==> config.mk <==
export PLATFORM = sky130hd
export DESIGN_NAME = dma_chan_guard
export DESIGN_NICKNAME = d
export VERILOG_FILES = /design/src/rtl/dma_guard_pkg.sv /design/src/rtl/dma_guard_regs.sv /design/src/rtl/dma_guard_err.sv /design/src/rtl/dma_guard_flags.sv /design/src/rtl/dma_chan_guard.sv
export SDC_FILE = /design/constraint.sdc
export NUM_CORES = 1
export LEC_CHECK = 0
export ABC_AREA = 1
export ABC_CLOCK_PERIOD_IN_PS = 2900
export BUFFER_PORTS_ARGS = -buffer_cell sky130_fd_sc_hd__buf_2
export CAP_MARGIN = 20
export CORE_MARGIN = 8
export CORE_UTILIZATION = 42
export CTS_BUF_LIST = sky130_fd_sc_hd__clkbuf_8
export DETAILED_ROUTE_END_ITERATION = 16
export PLACE_DENSITY = 0.71
export SYNTH_ARGS = -nofsm -noshare
export SYNTH_HDL_FRONTEND = slang
export SYNTH_HIERARCHICAL = 1
export SYNTH_SLANG_ARGS = --single-unit
==> constraint.sdc <==
create_clock -name clk -period 2.9 [get_ports clk]
set_input_delay 0.29 -clock clk [delete_from_list [all_inputs] [get_ports clk]]
set_output_delay 0.29 -clock clk [all_outputs]
set_load 0.005 [all_outputs]
==> src/rtl/dma_guard_pkg.sv <==
package dma_guard_pkg;
  localparam int DW  = 8;
  localparam int RAW = 4;

  localparam logic [RAW-1:0] A_CTRL  = 4'h0;
  localparam logic [RAW-1:0] A_CHCTL = 4'h1;
  localparam logic [RAW-1:0] A_TRIG  = 4'h2;
  localparam logic [RAW-1:0] A_FLAGS = 4'h3;
  localparam logic [RAW-1:0] A_LEVEL = 4'h4;
  localparam logic [RAW-1:0] A_SCR0  = 4'h5;
  localparam logic [RAW-1:0] A_SCR1  = 4'h6;
  localparam logic [RAW-1:0] A_SRCA  = 4'h7;

  // bit positions inside CTRL and CHCTL
  localparam int B_EN   = 0;
  localparam int B_RST  = 1;
  localparam int B_REQ  = 2;
  localparam int B_RPT  = 3;
  localparam int B_MODE = 4;  // three locked mode bits 6:4
  localparam int B_BUSY = 7;

  localparam int NFLAG = 2;   // index 0 completion, 1 error
  localparam int LVLW  = 2;
endpackage

==> src/rtl/dma_guard_regs.sv <==
module dma_guard_regs
  import dma_guard_pkg::*;
(
  input  logic                 clk,
  input  logic                 rst_n,
  input  logic                 we,
  input  logic [RAW-1:0]       addr,
  input  logic [DW-1:0]        wdata,
  input  logic                 err_now,
  input  logic                 blk_done,
  output logic                 ctrl_en,
  output logic                 ch_en,
  output logic                 busy,
  output logic                 rpt,
  output logic [2:0]           mode,
  output logic [DW-1:0]        trig,
  output logic [DW-1:0]        scr0,
  output logic [DW-1:0]        scr1,
  output logic [DW-1:0]        srca,
  output logic [NFLAG*LVLW-1:0] lvl,
  output logic                 chan_clr,
  output logic                 eng_start
);
  logic wr_ctrl, wr_chctl, ctrl_rst_ok, ch_rst_ok, start_ok;

  assign wr_ctrl     = we && (addr == A_CTRL);
  assign wr_chctl    = we && (addr == A_CHCTL);
  assign ctrl_rst_ok = wr_ctrl && wdata[B_RST] && !ctrl_en;
  assign ch_rst_ok   = wr_chctl && wdata[B_RST] && !ch_en;
  assign chan_clr    = ctrl_rst_ok || ch_rst_ok;
  assign start_ok    = wr_chctl && wdata[B_EN] && wdata[B_REQ] && ctrl_en
                       && !busy && !err_now && !ch_rst_ok;

  always_ff @(posedge clk or negedge rst_n) begin
    if (!rst_n) begin
      ctrl_en   <= 1'b0;
      ch_en     <= 1'b0;
      busy      <= 1'b0;
      rpt       <= 1'b0;
      mode      <= '0;
      trig      <= '0;
      scr0      <= '0;
      scr1      <= '0;
      srca      <= '0;
      lvl       <= '0;
      eng_start <= 1'b0;
    end else begin
      eng_start <= start_ok;
      if (wr_ctrl && !ctrl_rst_ok) ctrl_en <= wdata[B_EN];
      if (chan_clr) begin
        ch_en <= 1'b0;
        busy  <= 1'b0;
        rpt   <= 1'b0;
        mode  <= '0;
        trig  <= '0;
        scr0  <= '0;
        scr1  <= '0;
        srca  <= '0;
        lvl   <= '0;
      end else begin
        if (wr_chctl) begin
          ch_en <= wdata[B_EN];
          rpt   <= wdata[B_RPT];
          if (!busy) mode <= wdata[B_MODE +: 3];
        end
        if (we && addr == A_TRIG) trig <= wdata;
        if (we && addr == A_SCR0) scr0 <= wdata;
        if (we && addr == A_SCR1) scr1 <= wdata;
        if (!busy && we && addr == A_LEVEL) lvl <= wdata[NFLAG*LVLW-1:0];
        if (!busy && we && addr == A_SRCA)  srca <= wdata;
        if (start_ok)                  busy <= 1'b1;
        else if (err_now)              busy <= 1'b0;
        else if (busy && blk_done && !rpt) busy <= 1'b0;
        if (err_now) ch_en <= 1'b0;
      end
    end
  end

  assert_busy_needs_en_R2: assert property (@(posedge clk) disable iff (!rst_n)
    busy |-> (ch_en && ctrl_en));

  assert_err_stops_channel_R3: assert property (@(posedge clk) disable iff (!rst_n)
    err_now |=> (!busy && !ch_en));

  assert_single_block_ends_R9: assert property (@(posedge clk) disable iff (!rst_n)
    (busy && blk_done && !rpt) |=> !busy);

  assert_locked_level_R8: assert property (@(posedge clk) disable iff (!rst_n)
    busy |=> ($stable(lvl) && $stable(srca) && $stable(mode)));
endmodule

==> src/rtl/dma_guard_err.sv <==
module dma_guard_err #(
  parameter int              EAW     = 16,
  parameter logic [EAW-1:0]  NV_BASE = 16'h1000,
  parameter int              NV_SIZE = 1024
) (
  input  logic           clk,
  input  logic           rst_n,
  input  logic           busy,
  input  logic           dis_write,
  input  logic           acc_valid,
  input  logic           acc_wr,
  input  logic [EAW-1:0] acc_addr,
  input  logic           nv_sleep,
  output logic           err_now,
  output logic           eng_abort
);
  localparam logic [EAW:0] WIN_LO = {1'b0, NV_BASE};
  localparam logic [EAW:0] WIN_HI = WIN_LO + (EAW+1)'(NV_SIZE);

  logic in_win, nv_wr_err, nv_rd_err;

  assign in_win    = ({1'b0, acc_addr} >= WIN_LO) && ({1'b0, acc_addr} < WIN_HI);
  assign nv_wr_err = acc_valid && acc_wr && in_win;
  assign nv_rd_err = acc_valid && !acc_wr && in_win && nv_sleep;
  assign err_now   = busy && (nv_wr_err || nv_rd_err || dis_write);

  always_ff @(posedge clk or negedge rst_n) begin
    if (!rst_n) eng_abort <= 1'b0;
    else        eng_abort <= err_now;
  end

  assert_abort_after_drop_R3: assert property (@(posedge clk) disable iff (!rst_n)
    eng_abort |-> !busy);

  assert_awake_read_clean_R4: assert property (@(posedge clk) disable iff (!rst_n)
    (!nv_sleep && !dis_write && !(acc_valid && acc_wr)) |-> !err_now);
endmodule

==> src/rtl/dma_guard_flags.sv <==
module dma_guard_flags
  import dma_guard_pkg::*;
(
  input  logic                    clk,
  input  logic                    rst_n,
  input  logic [NFLAG-1:0]        set,
  input  logic                    clr_we,
  input  logic [NFLAG-1:0]        clr_mask,
  input  logic                    chan_clr,
  input  logic [NFLAG*LVLW-1:0]   lvl,
  output logic [NFLAG-1:0]        flag,
  output logic [NFLAG-1:0]        irq
);
  for (genvar i = 0; i < NFLAG; i++) begin : g_flag
    always_ff @(posedge clk or negedge rst_n) begin
      if (!rst_n)        flag[i] <= 1'b0;
      else if (chan_clr) flag[i] <= 1'b0;
      else               flag[i] <= set[i] | (flag[i] & ~(clr_we & clr_mask[i]));
    end
    assign irq[i] = flag[i] & (|lvl[i*LVLW +: LVLW]);

    assert_set_wins_R11: assert property (@(posedge clk) disable iff (!rst_n)
      (set[i] && !chan_clr) |=> flag[i]);
  end
endmodule

==> src/rtl/dma_chan_guard.sv <==
module dma_chan_guard
  import dma_guard_pkg::*;
#(
  parameter int              EAW     = 16,
  parameter logic [EAW-1:0]  NV_BASE = 16'h1000,
  parameter int              NV_SIZE = 1024
) (
  input  logic            clk,
  input  logic            rst_n,
  input  logic [RAW-1:0]  bus_addr,
  input  logic [DW-1:0]   bus_wdata,
  input  logic            bus_we,
  output logic [DW-1:0]   bus_rdata,
  input  logic            eng_blk_done,
  input  logic            eng_acc_valid,
  input  logic            eng_acc_wr,
  input  logic [EAW-1:0]  eng_acc_addr,
  input  logic            nv_sleep,
  output logic            eng_start,
  output logic            eng_abort,
  output logic            chan_busy,
  output logic            irq_cmp,
  output logic            irq_err
);
  logic ctrl_en, ch_en, busy, rpt, chan_clr, err_now, dis_write;
  logic [2:0] mode;
  logic [DW-1:0] trig, scr0, scr1, srca;
  logic [NFLAG*LVLW-1:0] lvl;
  logic [NFLAG-1:0] flag, irq, set;

  assign dis_write = bus_we && !bus_wdata[B_EN]
                     && (bus_addr == A_CHCTL || bus_addr == A_CTRL);

  dma_guard_regs u_regs (
    .clk(clk), .rst_n(rst_n), .we(bus_we), .addr(bus_addr), .wdata(bus_wdata),
    .err_now(err_now), .blk_done(eng_blk_done),
    .ctrl_en(ctrl_en), .ch_en(ch_en), .busy(busy), .rpt(rpt), .mode(mode),
    .trig(trig), .scr0(scr0), .scr1(scr1), .srca(srca), .lvl(lvl),
    .chan_clr(chan_clr), .eng_start(eng_start)
  );

  dma_guard_err #(.EAW(EAW), .NV_BASE(NV_BASE), .NV_SIZE(NV_SIZE)) u_err (
    .clk(clk), .rst_n(rst_n), .busy(busy), .dis_write(dis_write),
    .acc_valid(eng_acc_valid), .acc_wr(eng_acc_wr), .acc_addr(eng_acc_addr),
    .nv_sleep(nv_sleep), .err_now(err_now), .eng_abort(eng_abort)
  );

  assign set[0] = busy && eng_blk_done && !err_now;
  assign set[1] = err_now;

  dma_guard_flags u_flags (
    .clk(clk), .rst_n(rst_n), .set(set),
    .clr_we(bus_we && bus_addr == A_FLAGS), .clr_mask(bus_wdata[NFLAG-1:0]),
    .chan_clr(chan_clr), .lvl(lvl), .flag(flag), .irq(irq)
  );

  assign chan_busy = busy;
  assign irq_cmp   = irq[0];
  assign irq_err   = irq[1];

  always_comb begin
    bus_rdata = '0;
    case (bus_addr)
      A_CTRL:  bus_rdata[B_EN] = ctrl_en;
      A_CHCTL: begin
        bus_rdata[B_EN]         = ch_en;
        bus_rdata[B_RPT]        = rpt;
        bus_rdata[B_MODE +: 3]  = mode;
        bus_rdata[B_BUSY]       = busy;
      end
      A_TRIG:  bus_rdata = trig;
      A_FLAGS: bus_rdata[NFLAG-1:0] = flag;
      A_LEVEL: bus_rdata[NFLAG*LVLW-1:0] = lvl;
      A_SCR0:  bus_rdata = scr0;
      A_SCR1:  bus_rdata = scr1;
      A_SRCA:  bus_rdata = srca;
      default: bus_rdata = '0;
    endcase
  end
endmodule

==> results of run 1 <==
path summary, 6_finish.rpt:
kind                                                  from                    endpoint  slack [ps]  cells past startpoint
max in group asynchronous                            rst_n   u_regs/lvl[1]$_DFFE_PN0P_        1960                      3
min in group asynchronous                            rst_n  u_regs/scr1[6]$_DFFE_PN0P_         430                      2
worst min register to register  u_regs/scr1[2]$_DFFE_PN0P_  u_regs/scr1[2]$_DFFE_PN0P_         480                      2
worst max-delay path            u_regs/ctrl_en$_DFFE_PN0P_  u_regs/srca[0]$_DFFE_PN0P_        1120                      6
worst min-delay path                          bus_wdata[1]   u_flags/flag[1]$_DFF_PN0_         270                      4
worst max register to register  u_regs/ctrl_en$_DFFE_PN0P_  u_regs/srca[0]$_DFFE_PN0P_        1120                      6
power groups by stage:
stage               combinational, mW  clock [mW]  sequential (mW)
floorplan                       0.164           0            0.816
global placement                0.236           0            0.828
detailed placement              0.244           0            0.833
CTS                             0.246       0.490            0.820
global route                    0.287       0.516            0.833
finish                          0.249       0.481            0.820
critical path, stage by stage, from the launching register on:
cell	delay, ps
sky130_fd_sc_hd__dfrtp_1	400
sky130_fd_sc_hd__nor2_1	80
sky130_fd_sc_hd__nand4_1	120
sky130_fd_sc_hd__nand2_2	260
sky130_fd_sc_hd__nor2_1	630
sky130_fd_sc_hd__nand2_1	120
sky130_fd_sc_hd__nand2_1	100
cell usage after synthesis (all sizes together):
master,number,area share (%)
nor2,48,8.4
o21ai,3,0.58
clkbuf,2,1.1
clkinv,1,0.14
nand4,1,0.24
a21oi,3,1.0
nor4,1,0.24
inv,38,5.5
nand3,43,8.3
dfrtp,47,45
nand2,176,26
buf,4,1.4
nor3b,1,0.29
nor3,4,1.4
o21a,2,0.58
sequential cells by signal, summed over array words and instances (netlist names), 2 cells and up:
register	count
u_regs/scr0	8
u_regs/scr1	8
u_regs/srca	8
u_regs/trig	8
u_regs/lvl	4
u_regs/mode	3
u_flags/flag	2
kinds of logic (layout without fill, tap and decap cells):
logic type      Yosys count  in the layout
flops                    47             47
buf+inv                  45             87
simple gates            274            274
compound gates            8              8
through the flow:
| step | util [%] | std cells | cell area [µm²] | worst slack, ps |
|---|---|---|---|---|
| floorplan | - | 374 | 2600 | 1360 |
| global placement | 47.4 | 482 | 2830 | 1050 |
| detailed placement | 47.4 | 482 | 2830 | 984 |
| CTS | 49.2 | 489 | 2930 | 1170 |
| global route | 49.7 | 491 | 2960 | 1020 |
| finish | 49.7 | 491 | 2960 | 1120 |
cell type report:
cell class	instances	area share, %
clock inverters	2	1.27
flip-flops and latches	47	39.7
clock buffers	5	2.32
inverters	39	4.94
repair buffers	41	7.77
multi-input cells	282	40.8
well taps	75	3.17
per-layer routing:
layer | GRT usage (%) | part of all wire [%] | vias up
met5 | 0 | 0 | -
met4 | 4.29 | 1.7 | 0
met3 | 3.65 | 7.1 | 10
met2 | 27.1 | 48 | 66
met1 | 20.9 | 43 | 1160
li1 | - | - | 1226
==> out/summary.json, run 1 <==
{
  "grt_start_max_net_pins": 48,
  "power.static_leakage_nw": 1.71,
  "global_route.overflow_total": 0,
  "cp.arrival_ps": 2020,
  "place.detailed.hpwl_mm": 4.82,
  "tritoncts_clock_tree": "done",
  "first_global_vias": 2347,
  "post_synthesis_compound_gate_area_fraction_pct": 2.17,
  "routed_wirelength_mm": 6.86,
  "switching_fraction_pct": 28.8,
  "postSynthCellCount": 374,
  "synth_xor_area_share_pct": 0,
  "comb_power_share_pct": 16.0,
  "rows": 28,
  "timing.critical_path.to_type": "register",
  "switching_power_uw": 446,
  "initialDrtViolationCount": 189,
  "finClkSkew_ps": 7.69,
  "global_route.usage.total_pct": 16.3,
  "number_of_antenna_violations_at_the_first_check_in_global_routing": 0,
  "clock_power_share_pct": 31.0,
  "status": "finished clean",
  "holdBufCountCts": 0,
  "die-width_um": 94.6,
  "cts.clk_slew.worst_paths_ps": 90,
  "placeableCoreArea_um2": 5960,
  "ctsLongestPathBuffers": 2,
  "final_nets": 451,
  "worst_skew_pair_later_pin_latency_ps": 300,
  "cts-htree-levels": 2,
  "synth_simple_gate_area_share_pct": 44.4,
  "ys.warnings.count": 6,
  "clock-sinks": 47,
  "power.internal_mw": 1.10,
  "design_power_total_mw": 1.55,
  "routabilityCongestion": 0.852,
  "buffer_ports.inserted": 37,
  "area_of_the_multi_input_gates_um2": 1210,
  "route.detailed.vias_per_inst": 5.01,
  "detail_route.wl_per_cell_um": 14.0,
  "sequentialPowerShare_pct": 52.9,
  "drive_gt1_share_pct": 15.1,
  "synthMuxAreaShare_pct": 0,
  "timing.final.max_slew_violations": 0,
  "yosys_register_bits": 47,
  "post_synthesis_net_count": 409,
  "power_density_nw_per_um2": 523,
  "slew_headroom_pct": 52.6,
  "timing.setup.tns_ps": 0,
  "cts_made_buffers": 5,
  "synth_to_layout_area_growth_pct": 14.1,
  "synthesis.area_per_instance_um2": 6.94,
  "ant_nets": 0,
  "synth.distinct_cells": 22,
  "timing.hold.ws_ps": 268,
  "layout_commonest_cell": "sky130_fd_sc_hd__nand2_1",
  "min_period_ps": 1780,
  "mostFrequentLayoutCells": "sky130_fd_sc_hd__nand2_1, sky130_fd_sc_hd__dfrtp_1, sky130_fd_sc_hd__nand3_1",
  "critical_path.startpoint_type": "register",
  "achievable-frequency_ghz": 0.561,
  "largest_family_of_logic_cells_by_synthesized_area": "simple AND/OR/NAND/NOR gates",
  "synthAdderAreaFrac_pct": 0,
  "mappedNetlistArea_um2": 2600,
  "dr_total_vias": 2462,
  "timing.hold.worst.class": "in2reg",
  "boundaryPins": 48,
  "timing.critical_path.required_ps": 3140,
  "grt_first_pass_wirelength_mm": 11.4,
  "report.final.setup_viol": 0,
  "crit_path_max_fanout": 17,
  "peakVddDrop_uv": 258,
  "route.detailed.drc": 0,
  "cts-resized-gates": 0,
  "final.period_utilization_pct": 61.4,
  "timing_worst_setup_path_type": "reg2reg",
  "hold_violations": 0,
  "insertedDiodeCount": 0,
  "final-seq-area_um2": 1180,
  "cts_setup_buffers": 0,
  "initial_core_utilization_pct": 43.6,
  "worst_slew_pin_slew_ps": 708,
  "floorplan.die.height_um": 94.6,
  "maxCapViolCount": 0,
  "unrepaired_setup_endpoints_after_global_routing": "no",
  "nFillCells": 600,
  "ys_seq_area_share_pct": 45.3,
  "cts.root.buffer_cell": "sky130_fd_sc_hd__clkbuf_8",
  "die_area_um2": 8950,
  "drt_pass1_iterations": 4
}
Power figures use the tool's default switching activity.
==> inputs of run 2 (changes only) <==
--- a/config.mk
+++ b/config.mk
@@ -6,7 +6,7 @@
 export NUM_CORES = 1
 export LEC_CHECK = 0
 export ABC_AREA = 1
-export ABC_CLOCK_PERIOD_IN_PS = 2900
+export ABC_CLOCK_PERIOD_IN_PS = 1660
 export BUFFER_PORTS_ARGS = -buffer_cell sky130_fd_sc_hd__buf_2
 export CAP_MARGIN = 20
 export CORE_MARGIN = 8
==> constraint.sdc (replaced) <==
create_clock -name clk -period 1.66 [get_ports clk]
set_input_delay 0.166 -clock clk [delete_from_list [all_inputs] [get_ports clk]]
set_output_delay 0.166 -clock clk [all_outputs]
set_load 0.005 [all_outputs]
==> run 2 against run 1 <==
Compared with the run above: critical path depth fell by 1; clock-buffer cell count rose by 1; clock skew rose by 3.6 ps; critical path type is now reg2out; largest cell class unchanged.
==> out/summary.json, run 2 (synthesis results as in run 1) <==
{
  "cpMaxStageDelayCell": "sky130_fd_sc_hd__dfrtp_1",
  "critical_path.startpoint_type": "register",
  "cts-resized-gates": {"value": 0, "change": "unchanged"},
  "critical_path_buf_inv_count": {"value": 1, "change": "+1"},
  "timing.critical_path.to_type": "output pin",
  "grt-busiest-layer": "met2",
  "crit_cells": {"value": 5, "change": "-1"},
  "cts.clk_slew.worst_paths": {"value": 90, "unit": "ps", "change": "about the same"},
  "grt_start_max_net_pins": {"value": 31, "change": "-35%"},
  "place_area": {"value": 2980, "unit": "µm²", "change": "+5.4%"},
  "final_core_utilization": {"value": 51.8, "unit": "%", "change": "+2.0 points"},
  "status": "finished clean",
  "report.final.setup_viol": {"value": 0, "change": "unchanged"},
  "min_period_ps": 1510,
  "route.detailed.vias_per_inst": {"value": 4.92, "change": "-1.9%"},
  "grt_first_pass_wirelength": {"value": 11.8, "unit": "mm", "change": "+3.1%"},
  "drt_pass1_iterations": {"value": 6, "change": "+2"},
  "finClkSkew": {"value": 11.3, "unit": "ps", "change": "+3.59 ps"},
  "placeableCoreArea": {"value": 5960, "unit": "µm²", "change": "unchanged"},
  "worst_skew_pair_later_pin_latency": {"value": 310, "unit": "ps", "change": "about the same"},
  "boundaryPins": {"value": 48, "change": "unchanged"},
  "worst_path_largest_cell_delay": {"value": 530, "unit": "ps", "change": "-100 ps"},
  "r2r_start": "u_regs/ctrl_en$_DFFE_PN0P_",
  "timing.critical_path.required": {"value": 1490, "unit": "ps", "change": "-1650 ps"},
  "critPathLaunch": "u_regs/busy$_DFFE_PN0P_",
  "initial_core_utilization": {"value": 43.6, "unit": "%", "change": "unchanged"},
  "cp_cell_sequence": "nand3_1 > nand2_1 > nor2_1 > nand2_1 > buf_2",
  "final.period_utilization_pct": 90.9,
  "slew_headroom": {"value": 69.0, "unit": "%", "change": "+16 points"},
  "timing.setup.tns": {"value": 0, "unit": "ps", "change": "unchanged"},
  "floorplan.die.height": {"value": 94.6, "unit": "µm", "change": "unchanged"},
  "cts_made_buffers": {"value": 5, "change": "unchanged"},
  "maxCapViolCount": {"value": 0, "change": "unchanged"},
  "timing.hold.worst.class": "in2reg",
  "clock-sinks": {"value": 47, "change": "unchanged"},
  "number_of_antenna_violations_at_the_first_check_in_global_routing": {"value": 0, "change": "unchanged"},
  "global_route.usage.met2": {"value": 28.0, "unit": "%", "change": "+0.98 points"},
  "die_area": {"value": 8950, "unit": "µm²", "change": "unchanged"},
  "mostFrequentLayoutCells": "sky130_fd_sc_hd__nand2_1, sky130_fd_sc_hd__dfrtp_1, sky130_fd_sc_hd__nand3_1",
  "achievable-frequency_ghz": 0.663,
  "worst_slew_pin_slew": {"value": 463, "unit": "ps", "change": "-245 ps"},
  "power_density": {"value": 846, "unit": "nW/µm²", "change": "+62%"},
  "routabilityCongestion": {"value": 0.879, "change": "+3.1%"},
  "insertedDiodeCount": {"value": 0, "change": "unchanged"},
  "ctsLongestPathBuffers": {"value": 2, "change": "unchanged"},
  "global_route.usage.total": {"value": 16.7, "unit": "%", "change": "+0.42 points"},
  "r2r_end": "u_regs/trig[0]$_DFFE_PN0P_",
  "holdBufCountCts": {"value": 1, "change": "+1"},
  "groute.layer.met3.usage": {"value": 3.73, "unit": "%", "change": "+0.079 points"},
  "place.detailed.hpwl": {"value": 5.10, "unit": "mm", "change": "+5.7%"},
  "design_power_total": {"value": 2.61, "unit": "mW", "change": "+68%"},
  "dr_total_vias": {"value": 2498, "change": "+1.5%"},
  "synth_to_layout_area_growth_pct": 18.7,
  "globalRouteMet1Util": {"value": 20.3, "unit": "%", "change": "-0.64 points"},
  "timing_worst_setup_path_type": "reg2out",
  "buffer_ports.inserted": {"value": 37, "change": "unchanged"},
  "die-width": {"value": 94.6, "unit": "µm", "change": "unchanged"},
  "ant_nets": {"value": 0, "change": "unchanged"},
  "peakVddDrop": {"value": 409, "unit": "µV", "change": "+59%"},
  "cts_setup_buffers": {"value": 0, "change": "unchanged"},
  "timing.final.max_slew_violations": {"value": 0, "change": "unchanged"},
  "first_global_vias": {"value": 2516, "change": "+7.2%"},
  "timing.hold.ws": {"value": 142, "unit": "ps", "change": "-125 ps"},
  "tritoncts_clock_tree": "done",
  "route.detailed.drc": {"value": 0, "change": "unchanged"},
  "layout_commonest_cell": "sky130_fd_sc_hd__nand2_1",
  "global_route.overflow_total": {"value": 0, "change": "unchanged"},
  "rrSetupSlack": {"value": 180, "unit": "ps", "change": "-940 ps"},
  "cp.arrival": {"value": 1340, "unit": "ps", "change": "-680 ps"},
  "design_area": {"value": 3080, "unit": "µm²", "change": "+4.1%"},
  "rows": {"value": 28, "change": "unchanged"},
  "power.static_leakage": {"value": 1.79, "unit": "nW", "change": "+4.9%"},
  "drive_gt1_share": {"value": 18.2, "unit": "%", "change": "+3.1 points"},
  "cts-htree-levels": {"value": 2, "change": "unchanged"},
  "final_nets": {"value": 467, "change": "+3.5%"},
  "unrepaired_setup_endpoints_after_global_routing": "no",
  "critical-path-top-cell-by-count": "sky130_fd_sc_hd__nand2_1",
  "initialDrtViolationCount": {"value": 157, "change": "-17%"},
  "routed_wirelength": {"value": 6.91, "unit": "mm", "change": "+0.74%"},
  "path_delay_family": "flip-flops",
  "cts.root.buffer_cell": "sky130_fd_sc_hd__clkbuf_8",
  "crit_path_end": "bus_rdata[7]",
  "detail_route.wl_per_cell": {"value": 13.6, "unit": "µm", "change": "-2.6%"},
  "hold_violations": {"value": 0, "change": "unchanged"},
  "reg2regPathDepth": {"value": 7, "change": "+1"},
  "crit_path_max_fanout": {"value": 9, "change": "-8"}
}
-- run 2: changes by cell type in the layout (fill, tap and decap cells not counted), sizes merged --
cell / previous run / this run
buf: 40 / 56
bufinv: 1 / 0
clkbuf: 5 / 6
clkinv: 1 / 2
clkinvlp: 1 / 0
inv: 38 / 39
-- run 2: area by class of cell --
class	instances	area [µm²]
multi-input combinational	282	1210
tap	75	93.8
inverter	39	146
clock inverter	2	12.5
fill	599	2870
sequential	47	1180
timing repair buffer	57	363
clock buffer	6	82.6
-- run 2: stage by stage --
stage	std cells	setup WS, ps
3_5_place_dp	499	177
6_report	508	151
4_1_cts	508	144
3_3_place_gp	499	209
5_1_grt	508	31.5
2_1_floorplan	374	242
-- run 2: tightest hold or removal path, cell delays in order --
cell and delay (ps):
sky130_fd_sc_hd__buf_2 90, sky130_fd_sc_hd__nand2_1 50, sky130_fd_sc_hd__nand2_1 60, sky130_fd_sc_hd__a21oi_2 50
-- run 2: power breakdown --
part | switching, mW | total, mW | internal (mW)
Sequential | 0.108 | 1.43 | 1.32
Combinational | 0.272 | 0.450 | 0.179
Clock | 0.391 | 0.726 | 0.336
-- run 2: how the worst min path moves through the flow --
| stage | depth (start not counted) | to | slack, ps | from |
|---|---|---|---|---|
| 2_1_floorplan | 0 | u_err/eng_abort$_DFF_PN0_ | -130 | rst_n |
| 3_3_place_gp | 1 | u_regs/scr1[4]$_DFFE_PN0P_ | 140 | rst_n |
| 3_5_place_dp | 1 | u_regs/scr1[4]$_DFFE_PN0P_ | 140 | rst_n |
| 4_1_cts | 4 | u_flags/flag[1]$_DFF_PN0_ | 130 | bus_wdata[1] |
| 5_1_grt | 4 | u_flags/flag[1]$_DFF_PN0_ | 150 | bus_wdata[1] |
| 6_report | 4 | u_flags/flag[1]$_DFF_PN0_ | 140 | bus_wdata[1] |
-- run 2: per-layer routing --
layer / wire [µm] / share of wire, %
met5: 0 / 0
met4: 141 / 2.0
met3: 549 / 7.9
met2: 3270 / 47
met1: 2950 / 43
